File: src/rtl/ipc_db_pkg.sv
package ipc_db_pkg;
  localparam int REG_AW = 3;

  typedef enum logic [REG_AW-1:0] {
    H_REQ     = 3'd0,
    H_REQ_EXT = 3'd1,
    H_REQ_ACK = 3'd2,
    H_TGT     = 3'd3,
    H_TGT_EXT = 3'd4,
    H_TGT_ACK = 3'd5,
    H_CTL     = 3'd6,
    H_STAT    = 3'd7
  } host_reg_e;

  typedef enum logic [REG_AW-1:0] {
    D_REQ     = 3'd0,
    D_REQ_EXT = 3'd1,
    D_REQ_ACK = 3'd2,
    D_TGT     = 3'd3,
    D_TGT_EXT = 3'd4,
    D_TGT_ACK = 3'd5
  } dsp_reg_e;

  localparam int BUSY_IE_BIT = 0;
  localparam int DONE_IE_BIT = 1;
  localparam int OVF_BIT     = 0;
endpackage

File: src/rtl/ipc_db_req_chan.sv
module ipc_db_req_chan #(
  parameter int DW = 32
) (
  input  logic          clk,
  input  logic          rst_n,
  input  logic          ring_wr,
  input  logic [DW-1:0] ring_data,
  input  logic          ext_wr,
  input  logic [DW-1:0] ext_data,
  input  logic          ack_wr,
  input  logic          done_clr,
  input  logic          ovf_clr,
  output logic          busy,
  output logic [DW-2:0] msg,
  output logic [DW-1:0] ext,
  output logic          done,
  output logic          done_nx,
  output logic          ovf
);
  localparam int FLAG = DW - 1;

  logic          busy_q, busy_d;
  logic [DW-2:0] msg_q, msg_d;
  logic [DW-1:0] ext_q, ext_d;
  logic          done_q, done_d;
  logic          ovf_q, ovf_d;
  logic          en;

  assign en = ring_wr | ext_wr | ack_wr | done_clr | ovf_clr;

  always_comb begin
    busy_d = busy_q;
    msg_d  = msg_q;
    ext_d  = ext_q;
    done_d = done_q;
    ovf_d  = ovf_q;
    if (ovf_clr) ovf_d = 1'b0;
    if (ring_wr && ring_data[FLAG]) begin
      if (busy_q) begin
        ovf_d = 1'b1;
      end else begin
        busy_d = 1'b1;
        msg_d  = ring_data[DW-2:0];
      end
    end
    if (ext_wr && !busy_q) ext_d = ext_data;
    if (done_clr) done_d = 1'b0;
    if (ack_wr && busy_q) begin
      busy_d = 1'b0;
      done_d = 1'b1;
    end
  end

  always_ff @(posedge clk or negedge rst_n) begin
    if (!rst_n) begin
      busy_q <= 1'b0;
      msg_q  <= '0;
      ext_q  <= '0;
      done_q <= 1'b0;
      ovf_q  <= 1'b0;
    end else if (en) begin
      busy_q <= busy_d;
      msg_q  <= msg_d;
      ext_q  <= ext_d;
      done_q <= done_d;
      ovf_q  <= ovf_d;
    end
  end

  assign busy    = busy_q;
  assign msg     = msg_q;
  assign ext     = ext_q;
  assign done    = done_q;
  assign done_nx = en ? done_d : done_q;
  assign ovf     = ovf_q;
endmodule

File: src/rtl/ipc_db_tgt_chan.sv
module ipc_db_tgt_chan #(
  parameter int DW = 32
) (
  input  logic          clk,
  input  logic          rst_n,
  input  logic          post_wr,
  input  logic [DW-1:0] post_data,
  input  logic          ext_wr,
  input  logic [DW-1:0] ext_data,
  input  logic          busy_clr,
  input  logic          hand_clr,
  output logic          busy,
  output logic          busy_nx,
  output logic [DW-2:0] msg,
  output logic [DW-1:0] ext,
  output logic          hand
);
  localparam int FLAG = DW - 1;

  logic          busy_q, busy_d;
  logic          hand_q, hand_d;
  logic [DW-2:0] msg_q, msg_d;
  logic [DW-1:0] ext_q, ext_d;
  logic          idle;
  logic          en;

  assign idle = !busy_q && !hand_q;
  assign en   = post_wr | ext_wr | busy_clr | hand_clr;

  always_comb begin
    busy_d = busy_q;
    hand_d = hand_q;
    msg_d  = msg_q;
    ext_d  = ext_q;
    if (post_wr && post_data[FLAG] && idle) begin
      busy_d = 1'b1;
      hand_d = 1'b1;
      msg_d  = post_data[DW-2:0];
    end
    if (ext_wr && idle) ext_d = ext_data;
    if (busy_clr) busy_d = 1'b0;
    if (hand_clr) hand_d = 1'b0;
  end

  always_ff @(posedge clk or negedge rst_n) begin
    if (!rst_n) begin
      busy_q <= 1'b0;
      hand_q <= 1'b0;
      msg_q  <= '0;
      ext_q  <= '0;
    end else if (en) begin
      busy_q <= busy_d;
      hand_q <= hand_d;
      msg_q  <= msg_d;
      ext_q  <= ext_d;
    end
  end

  assign busy    = busy_q;
  assign busy_nx = en ? busy_d : busy_q;
  assign msg     = msg_q;
  assign ext     = ext_q;
  assign hand    = hand_q;
endmodule

File: src/rtl/ipc_db_irq_ctl.sv
module ipc_db_irq_ctl (
  input  logic       clk,
  input  logic       rst_n,
  input  logic       ctl_wr,
  input  logic [1:0] ctl_data,
  input  logic       busy_nx,
  input  logic       done_nx,
  output logic       busy_ie,
  output logic       done_ie,
  output logic       irq
);
  import ipc_db_pkg::*;

  logic bie_q, bie_d, die_q, die_d, irq_q, irq_d;

  always_comb begin
    bie_d = bie_q;
    die_d = die_q;
    if (ctl_wr) begin
      bie_d = ctl_data[BUSY_IE_BIT];
      die_d = ctl_data[DONE_IE_BIT];
    end
    irq_d = (busy_nx & bie_d) | (done_nx & die_d);
  end

  always_ff @(posedge clk or negedge rst_n) begin
    if (!rst_n) begin
      bie_q <= 1'b0;
      die_q <= 1'b0;
      irq_q <= 1'b0;
    end else begin
      if (ctl_wr) begin
        bie_q <= bie_d;
        die_q <= die_d;
      end
      irq_q <= irq_d;
    end
  end

  assign busy_ie = bie_q;
  assign done_ie = die_q;
  assign irq     = irq_q;
endmodule

File: src/rtl/ipc_doorbell.sv
module ipc_doorbell #(
  parameter int DW = 32
) (
  input  logic          clk,
  input  logic          rst_n,
  input  logic          h_sel,
  input  logic          h_wr,
  input  logic [2:0]    h_addr,
  input  logic [DW-1:0] h_wdata,
  output logic [DW-1:0] h_rdata,
  input  logic          d_sel,
  input  logic          d_wr,
  input  logic [2:0]    d_addr,
  input  logic [DW-1:0] d_wdata,
  output logic [DW-1:0] d_rdata,
  output logic          host_irq
);
  import ipc_db_pkg::*;

  localparam int FLAG = DW - 1;

  // reset: asserted asynchronously, released on a clock edge
  logic [1:0] rst_sync;
  logic       rst_sync_n;
  always_ff @(posedge clk or negedge rst_n) begin
    if (!rst_n) rst_sync <= 2'b00;
    else        rst_sync <= {rst_sync[0], 1'b1};
  end
  assign rst_sync_n = rst_sync[1];

  logic h_we, d_we;
  assign h_we = h_sel & h_wr;
  assign d_we = d_sel & d_wr;

  logic          req_busy, req_done, req_done_nx, req_ovf;
  logic [DW-2:0] req_msg;
  logic [DW-1:0] req_ext;
  logic          tgt_busy, tgt_busy_nx, tgt_hand;
  logic [DW-2:0] tgt_msg;
  logic [DW-1:0] tgt_ext;
  logic          irq_bie, irq_die;

  ipc_db_req_chan #(.DW(DW)) u_req (
    .clk       (clk),
    .rst_n     (rst_sync_n),
    .ring_wr   (h_we && h_addr == H_REQ),
    .ring_data (h_wdata),
    .ext_wr    (h_we && h_addr == H_REQ_EXT),
    .ext_data  (h_wdata),
    .ack_wr    (d_we && d_addr == D_REQ_ACK && d_wdata[FLAG]),
    .done_clr  (h_we && h_addr == H_REQ_ACK && h_wdata[FLAG]),
    .ovf_clr   (h_we && h_addr == H_STAT && h_wdata[OVF_BIT]),
    .busy      (req_busy),
    .msg       (req_msg),
    .ext       (req_ext),
    .done      (req_done),
    .done_nx   (req_done_nx),
    .ovf       (req_ovf)
  );

  ipc_db_tgt_chan #(.DW(DW)) u_tgt (
    .clk       (clk),
    .rst_n     (rst_sync_n),
    .post_wr   (d_we && d_addr == D_TGT),
    .post_data (d_wdata),
    .ext_wr    (d_we && d_addr == D_TGT_EXT),
    .ext_data  (d_wdata),
    .busy_clr  (h_we && h_addr == H_TGT && h_wdata[FLAG]),
    .hand_clr  (h_we && h_addr == H_TGT_ACK && !h_wdata[FLAG]),
    .busy      (tgt_busy),
    .busy_nx   (tgt_busy_nx),
    .msg       (tgt_msg),
    .ext       (tgt_ext),
    .hand      (tgt_hand)
  );

  ipc_db_irq_ctl u_irq (
    .clk      (clk),
    .rst_n    (rst_sync_n),
    .ctl_wr   (h_we && h_addr == H_CTL),
    .ctl_data (h_wdata[1:0]),
    .busy_nx  (tgt_busy_nx),
    .done_nx  (req_done_nx),
    .busy_ie  (irq_bie),
    .done_ie  (irq_die),
    .irq      (host_irq)
  );

  logic [DW-1:0] req_word, tgt_word, done_word, hand_word;
  assign req_word  = {req_busy, req_msg};
  assign tgt_word  = {tgt_busy, tgt_msg};
  assign done_word = {req_done, {(DW-1){1'b0}}};
  assign hand_word = {tgt_hand, {(DW-1){1'b0}}};

  always_comb begin
    h_rdata = '0;
    case (h_addr)
      H_REQ:     h_rdata = req_word;
      H_REQ_EXT: h_rdata = req_ext;
      H_REQ_ACK: h_rdata = done_word;
      H_TGT:     h_rdata = tgt_word;
      H_TGT_EXT: h_rdata = tgt_ext;
      H_TGT_ACK: h_rdata = hand_word;
      H_CTL: begin
        h_rdata[BUSY_IE_BIT] = irq_bie;
        h_rdata[DONE_IE_BIT] = irq_die;
      end
      H_STAT:    h_rdata[OVF_BIT] = req_ovf;
      default:   h_rdata = '0;
    endcase
  end

  always_comb begin
    d_rdata = '0;
    case (d_addr)
      D_REQ:     d_rdata = req_word;
      D_REQ_EXT: d_rdata = req_ext;
      D_REQ_ACK: d_rdata = done_word;
      D_TGT:     d_rdata = tgt_word;
      D_TGT_EXT: d_rdata = tgt_ext;
      D_TGT_ACK: d_rdata = hand_word;
      default:   d_rdata = '0;
    endcase
  end
endmodule

File: config.mk
export PLATFORM = sky130hd
export DESIGN_NAME = ipc_doorbell
export DESIGN_NICKNAME = d
export VERILOG_FILES = /design/src/rtl/ipc_db_pkg.sv /design/src/rtl/ipc_db_req_chan.sv /design/src/rtl/ipc_db_tgt_chan.sv /design/src/rtl/ipc_db_irq_ctl.sv /design/src/rtl/ipc_doorbell.sv
export SDC_FILE = /design/constraint.sdc
export NUM_CORES = 1
export LEC_CHECK = 0
export ABC_AREA = 1
export BUFFER_PORTS_ARGS = -buffer_cell sky130_fd_sc_hd__buf_2
export CORE_MARGIN = 1.5
export CORE_UTILIZATION = 35
export CTS_CLUSTER_SIZE = 14
export DETAILED_ROUTE_END_ITERATION = 8
export GPL_ROUTABILITY_DRIVEN = 1
export GPL_TIMING_DRIVEN = 0
export HOLD_SLACK_MARGIN = 0.03
export PLACE_DENSITY = 0.64
export SETUP_SLACK_MARGIN = 0.3
export SLEW_MARGIN = 20
export SYNTH_ARGS = -nofsm -noshare
export SYNTH_HDL_FRONTEND = slang
export SYNTH_SLANG_ARGS = --single-unit
File: constraint.sdc
create_clock -name clk -period 5.13 [get_ports clk]
set_input_delay 0.2565 -clock clk [delete_from_list [all_inputs] [get_ports clk]]
set_output_delay 0.2565 -clock clk [all_outputs]
set_load 0.01 [all_outputs]
Yosys cells after proc, flatten, opt, wreduce, memory -nomap -nowiden
Cells that the tools add are included.

storage, ports and cells
  bits in registers = 136
  output and inout bits = 65
  logic and storage cells = 94

operators by class
  eq/ne operators = 12
  muxes and demuxes = 19
  bitwise logic cells = 13
  reduce and logical (&&, ||, !) cells = 37

operators by type and width
  operator              number
  $pmux W32 S6          1
  $pmux W30 S6          1
  $logic_and A1 B1 Y1   22
  $eq A3 B3 Y1 const B  6
  $mux W1               15
  $eq A3 B2 Y1 const B  4
  $reduce_and A2 Y1     5
  $or A1 B1 Y1          8
  $pmux W1 S7           1
  $eq A3 B1 Y1 const B  2
  $logic_not A3 Y1      2
  $pmux W1 S5           1
  $and A1 B1 Y1         4
  $logic_not A1 Y1      4
  $reduce_bool A2 Y1    2
  $reduce_and A3 Y1     1
  $reduce_or A2 Y1      1
  $not A1 Y1            1

Depth between registers and ports, before layout
Gate-level depths: netlist (run 1).

  depth after elaboration = 9
  gate-level depth with buffers = 8
  depth with buffers taken out = 7

Hierarchy
From an unflattened synthesis (run 1), not the netlist that was laid out.

unflattened totals
  cells, all modules = 994
  area total of the unflattened synthesis = 7627.3 µm²

by module, submodules not included
  module           instances  cells each  area an instance (µm²)  sequential area each (µm²)
  ipc_db_req_chan  1          290         2676.3                  1651.6
  ipc_db_tgt_chan  1          287         2613.8                  1626.6
  ipc_doorbell     1          400         2199.6                  50.0
  ipc_db_irq_ctl   1          17          137.6                   75.1

Least setup slack after synthesis (run 1)
OpenSTA, ideal clock, no wires.

  kind = input to output
  from = in h_addr[1]
  to = out h_rdata[21]
  arrival = 1133 ps
  required time = 4873 ps
  setup slack = 3741 ps
  stages on the path = 7
  path through = buf_6 > nor2_4 > nand2_1 > buf_4 > buf_4 > o22ai_1 > or2_1

between the ends
  cells in the longest elaborated chain, start to end = 2

ends and longest elaborated chain
  element                               line                text
  from (decl)                           ipc_doorbell.sv:8   input logic [2:0] h_addr,
  $eq A3 B3 Y1 (tied with other cells)  ipc_doorbell.sv:97  case (h_addr)
  $pmux W30 S6 *                        ipc_doorbell.sv:97
  to (decl)                             ipc_doorbell.sv:10  output logic [DW-1:0] h_rdata,

Every way passes the cells marked *; elsewhere a longest branch is shown, timed or not.

Worst setup path in the final report (run 1)
  from = in d_addr[1]
  to = out d_rdata[21]

between the ends
  cells in the longest elaborated chain, start to end = 2

ends and longest elaborated chain
  element                               line                 text
  from (decl)                           ipc_doorbell.sv:13   input logic [2:0] d_addr,
  $eq A3 B3 Y1 (tied with other cells)  ipc_doorbell.sv:115  case (d_addr)
  $pmux W32 S6 *                        ipc_doorbell.sv:115
  to (decl)                             ipc_doorbell.sv:15   output logic [DW-1:0] d_rdata,

Marks and branches as above.

==> results.ini, run 1 <==
[outcome]
status=completed

[yosys]
syn_area_per_cell_um2=7.97
yosys_warnings=0
synth_cell_type_count=29
syn-num-nets=991
yosys_register_bits=136
synthCells=914
ys_seq_area_share_pct=46.7
synth_area_mm2=0.00729

[power_and_ir_drop]
p_clk_share_pct=39.9
p_int_uw=2170
p_sw_uw=897
switching_share_pct=29.2
power_density_mw_per_mm2=342
combPwrFrac_pct=17.3
seq_power_share_pct=42.8
peakVddDrop_mv=0.203
leakagePower_uw=0.00451

[final_layout]
finalNonFillerCells=1358
final_cell_mix=193 x inv_1, 172 x buf_2, 166 x nand2_1, 135 x dfrtp_1, 116 x o22ai_1
n_antenna_cell=0
drive_gt1_share_pct=24.4
regArea_mm2=0.00341
fillerInstances=2058
synthToLayoutAreaGrowth_pct=23.3
layout_commonest_cell=inv_1
nets=1152
multi_input_area_mm2=0.00283

[drt]
firstDrtPassIters=5
wl_met2_um=10500
routed-wl-met3_um=866
drc=0
wl_per_cell_um=17.0
drtIter0Drc=558
wirelength_um=23100
vias=6649
m1WireLength_um=10800
final_antenna_net_count=0
highest_layer=met4
vias_per_cell=4.90

[worst_setup_path]
cp_data_arrival_time_ns=1.65
slowest_delay_ns=0.46
end_kind=primary output
slowest_stage=clkbuf_1
crit_chain=buf_2 > nor2_1 > nand2_1 > clkbuf_1 > o22ai_1 > or2_1 > buf_2
r2r_slack_ns=3.73
cp-start-kind=input port
crit_fanout=10
crit_top_cell=buf_2
r2r-start=u_tgt.busy
critical_path_buf_inv_count=3
timing.critical_path.required_ns=4.87
rr_worst_depth=6
crit_family=buffers and inverters
critPathKind=in2out
r2r_end=u_tgt.msg[13]
path_depth=7

[clock_network]
clk_pin_slew_worst_paths_ns=0.06
post_cts_resized=0
cts_setup_buffers=0
cts_buffers=17
cts_htree_levels=4
cts_hold_buf=1
clk_latency_ns=0.43
cts_tree=built
root_buffer=clkbuf_16
clk_path_buf_depth=2
cts_sinks=136

[sta]
finClkSkew_ns=0.00604
fin_crit_ns=1.91
setup_viol=0
relSlewSlack_pct=62.0
hold_violations=0
tightest_slew_ns=0.570
fmax_mhz=525
rsz0062_at_grt=no
period_share_pct=37.1
drv_slew=0
timing.final.ws_setup_ns=3.22

[global_route]
grt_max_degree=54
grt_pass1_wl_um=36300
grt_pass1_vias=6524
track_usage_pct=21.9
globalRouteOverflowTotal=0
antenna_found_initial=0

[die]
start_util_pct=35.9
core_mm2=0.0203
rows=52
die_x_um=147
io_pins=141
die_area_mm2=0.0217
die_h_um=147

[run]
cap_violations=0

[placement]
port_buffers=139
dp_slack_ns=3.29
gp_congestion=0.970
dp.cells=1325
dp_hpwl_um=18000

[worst_hold_path]
hold_class=in2reg
min_from=d_wdata[19]
hold_end=u_tgt.ext[19]
hold_depth=3

-- worst register-to-register path: cells and delay by family (launching register included) --
kind,cells,cell delay [ns]
buffers and inverters,2,0.39
flip-flops,1,0.37
AO/OA/AOI/OAI,1,0.18
AND/OR/NAND/NOR,3,0.38
-- state kept, by name (all words and copies together) (netlist names) --
name,count
u_req.ext,32
rst_sync,2
u_tgt.busy,1
u_irq.irq,1
u_tgt.ext,32
u_tgt.msg,31
u_irq.busy_ie,1
u_req.msg,31
u_req.ovf,1
u_irq.done_ie,1
u_req.busy,1
u_req.done,1
u_tgt.hand,1
-- logic make-up after synthesis --
group | Yosys count | share of synthesized area [%]
compound gates | 252 | 20.9
fa+ha+maj | 1 | 0.172
buf+inv | 251 | 14.5
flops | 136 | 46.7
other cells | 1 | 0.0515
simple gates | 273 | 17.6
-- power groups by stage --
stage / logic [µW] / clock network (µW) / registers, µW
after global routing: 598 / 1290 / 1330
after CTS: 530 / 1240 / 1310
final: 532 / 1220 / 1310
after global placement: 496 / 0 / 1340
after detailed placement: 528 / 0 / 1320
after floorplan: 339 / 0 / 1310
-- layer usage --
metal / vias up / global-route usage, %
met5: - / 0
met4: 0 / 11.0
met3: 49 / 3.04
met2: 221 / 34.1
met1: 3114 / 29.8
li1: 3265 / -
-- cells in the mapped netlist, drive strengths merged --
| library cell | n | area (µm²) |
|---|---|---|
| o21a | 1 | 7.51 |
| o22ai | 116 | 726 |
| nand3 | 16 | 108 |
| dfrtp | 136 | 3400 |
| nand3b | 2 | 15.0 |
| o21ai | 130 | 767 |
| buf | 46 | 289 |
| inv | 200 | 751 |
| or2 | 58 | 363 |
| nor3 | 3 | 15.0 |
| ha | 1 | 12.5 |
| conb | 1 | 3.75 |
| a21oi | 5 | 25.0 |
| and2 | 1 | 6.26 |
| nand2 | 168 | 636 |
| nor2 | 15 | 63.8 |
| nand4 | 10 | 77.6 |
| clkbuf | 5 | 20.0 |
-- area by class of cell --
| class | count | area share, % |
|---|---|---|
| Sequential cell | 136 | 37.9 |
| Multi-Input combinational cell | 527 | 31.4 |
| Timing Repair Buffer | 142 | 8.47 |
| Inverter | 200 | 8.36 |
| Clock buffer | 21 | 5.24 |
| Tap cell | 270 | 3.76 |
| Buffer | 51 | 3.44 |
| Clock inverter | 11 | 1.36 |
-- worst max-delay path by stage --
stage | start | endpoint | slack [ns]
floorplan | rst_sync[1] | u_irq.busy_ie | 1.06
global placement | rst_sync[1] | u_tgt.msg[9] | -0.54
detailed placement | d_addr[2] | d_rdata[21] | 3.29
CTS | d_addr[2] | d_rdata[21] | 3.29
global route | d_addr[0] | d_rdata[21] | 3.17
finish | d_addr[1] | d_rdata[21] | 3.22
-- per-stage QoR --
step           total power [µW]  util (%)  hold WS (ns)  setup TNS, ns  cell area, µm²
2_1_floorplan              1640         -       -0.0391              0            7290
3_3_place_gp               1830      41.0        0.0421         -71.30            8320
3_5_place_dp               1850      41.3        0.0446              0            8380
4_1_cts                    3080      44.3        0.0753              0            8980
5_1_grt                    3220      44.3        0.0932              0            8980
6_report                   3070      44.3        0.0883              0            8980
(Power assumes the default switching activity.)
==> run 2: changes to the inputs <==
--- a/config.mk
+++ b/config.mk
@@ -14,7 +14,7 @@
 export GPL_ROUTABILITY_DRIVEN = 1
 export GPL_TIMING_DRIVEN = 0
 export HOLD_SLACK_MARGIN = 0.03
-export PLACE_DENSITY = 0.64
+export PLACE_DENSITY = 0.66
 export SETUP_SLACK_MARGIN = 0.3
 export SLEW_MARGIN = 20
 export SYNTH_ARGS = -nofsm -noshare
==> constraint.sdc (replaced) <==
create_clock -name clk -period 1.6 [get_ports clk]
set_input_delay 0.08 -clock clk [delete_from_list [all_inputs] [get_ports clk]]
set_output_delay 0.08 -clock clk [all_outputs]
set_load 0.01 [all_outputs]
==> run 2 against run 1 <==
  * Sequential share of layout area down 6.9 points
  * Register-to-register slack worse by 3.6 ns
  * Combinational power rose to 4.7 times the previous value
==> results.ini, run 2 (synthesized netlist as in run 1, its figures left out) <==
[power_and_ir_drop]
leakagePower_uw=0.00536  ; +19%
power_uw=10900  ; +260%
peakVddDrop_mv=0.652  ; +220%
power_density_mw_per_mm2=995  ; +190%

[global_route]
gr-usage-met1_pct=32.3  ; +2.4 points
globalRouteOverflowTotal=0  ; unchanged
grt_pass1_vias=6947  ; +6.5%
track_usage_pct=23.6  ; +1.7 points
met3_usage_pct=3.60  ; +0.56 points
grt_pass1_wl_um=39100  ; +7.7%
antenna_found_initial=0  ; unchanged
top_usage_layer=met2
grt_max_degree=41  ; -24%
grtUsageMet2_pct=36.7  ; +2.7 points

[sta]
fin_crit_ns=1.55
setup_tns_ns=0  ; unchanged
drv_slew=0  ; unchanged
fmax_mhz=646
period_share_pct=96.7
hold_violations=0  ; unchanged
finClkSkew_ns=0.00940  ; +0.00336 ns
rsz0062_at_grt=yes
setup_viol=0  ; unchanged

[final_layout]
multi_input_area_mm2=0.00337  ; +19%
drive_gt1_share_pct=44.2  ; +20 points
synthToLayoutAreaGrowth_pct=50.7
final_cell_mix=147 x buf_2, 135 x dfrtp_1, 129 x nand2_1, 111 x inv_2, 87 x inv_1
regArea_mm2=0.00341  ; unchanged
nets=1280  ; +11%
layout_commonest_cell=buf_2
fillerInstances=1779  ; -14%
n_antenna_cell=0  ; unchanged

[placement]
port_buffers=139  ; unchanged
dp_hpwl_um=18300  ; +1.5%
gp_congestion=0.928  ; -4.4%

[drt]
firstDrtPassIters=6  ; +1
vias_per_cell=5.11  ; +4.4%
drtIter0Drc=687  ; +23%
drc=0  ; unchanged
wirelength_um=27200  ; +18%
vias=7594  ; +14%
wl_per_cell_um=18.3  ; +7.5%
final_antenna_net_count=0  ; unchanged

[worst_setup_path]
slowest_delay_ns=0.42  ; -0.04 ns
critPathKind=reg2out
slowest_stage=dfrtp_1
end_kind=primary output
crit_chain=inv_2 > o22ai_2 > or2_1 > buf_2
cp-start-kind=flop
timing.critical_path.required_ns=1.52  ; -3.35 ns
cp_data_arrival_time_ns=1.47  ; -0.18 ns
critical_path_buf_inv_count=2  ; -1
crit_family=flip-flops
crit_fanout=2  ; -8

[clock_network]
root_buffer=clkbuf_16
cts_sinks=136  ; unchanged
cts_buffers=17  ; unchanged
cts_htree_levels=4  ; unchanged
clk_latency_ns=0.43  ; about the same
cts_tree=built
clk_pin_slew_worst_paths_ns=0.06  ; about the same
clk_path_buf_depth=2  ; unchanged

[die]
core_mm2=0.0203  ; unchanged
rows=52  ; unchanged
die_area_mm2=0.0217  ; unchanged
io_pins=141  ; unchanged
die_h_um=147  ; unchanged
start_util_pct=35.9  ; unchanged
die_x_um=147  ; unchanged

[worst_hold_path]
hold_class=in2reg

[run]
cap_violations=0  ; unchanged

[outcome]
status=completed

==> run 2: timing repair <==
action | in CTS | in global routing
hold buffers | 66 | 0
gates resized for setup | 147 | 172
pin swaps | 119 | 63
endpoints found under the setup margin | 160 | 193
hold endpoints to repair | 131 | 0
gates cloned | 5 | 7
setup buffers | 24 | 26
==> run 2: path summary, 6_finish.rpt <==
| check | from | end | slack [ns] | depth (start not counted) |
|---|---|---|---|---|
| min in group asynchronous | rst_sync[1] | u_req.msg[17] | 0.26 | 0 |
| max in group asynchronous | rst_sync[1] | u_tgt.msg[24] | 0.55 | 2 |
| hold / removal | h_addr[1] | u_req.ovf | 0.06 | 4 |
| hold reg to reg | rst_sync[1] | u_req.msg[17] | 0.26 | 0 |
| setup reg to reg | u_tgt.busy | u_tgt.ext[25] | 0.13 | 8 |
| setup / recovery | u_tgt.ext[10] | d_rdata[10] | 0.05 | 4 |
==> run 2: area by class of cell <==
cell class | instances | area share [%]
inverters | 200 | 6.93
multi-input cells | 530 | 30.6
clock inverters | 14 | 1.66
well taps | 270 | 3.08
plain buffers | 51 | 4.13
repair buffers | 267 | 18.6
clock buffers | 18 | 3.91
flip-flops and latches | 136 | 31.0
==> run 2: per-layer routing <==
metal | share of wire, % | vias to the layer above | routed length [µm]
li1 | - | 3549 | -
met1 | 44 | 3649 | 11900
met2 | 47 | 323 | 12800
met3 | 4.6 | 73 | 1260
met4 | 4.6 | 0 | 1250
met5 | 0 | - | 0
==> run 2: per-stage QoR <==
step                hold slack, ns  util, %  setup slack [ns]  instances  area (µm²)
floorplan                   -0.216        -             0.163        914        7290
global placement            -0.135     41.0            -0.351       1323        8330
detailed placement          -0.131     41.3             0.123       1326        8390
CTS                         0.0327     50.0            0.0982       1453       10100
global route                0.0864     54.1            0.0199       1486       11000
finish                      0.0587     54.1            0.0525       1486       11000
==> run 2: worst min-delay path: cells and delay by family <==
kind / cells / cell delay, ns
buf+inv: 1 / 0.13
compound gates: 2 / 0.16
simple gates: 1 / 0.07
==> run 2: where the power goes <==
part	internal, µW	leakage, µW	switching, µW
registers	3900	0.00184	405
logic	1160	0.00323	1340
clock network	2590	0.000299	1540
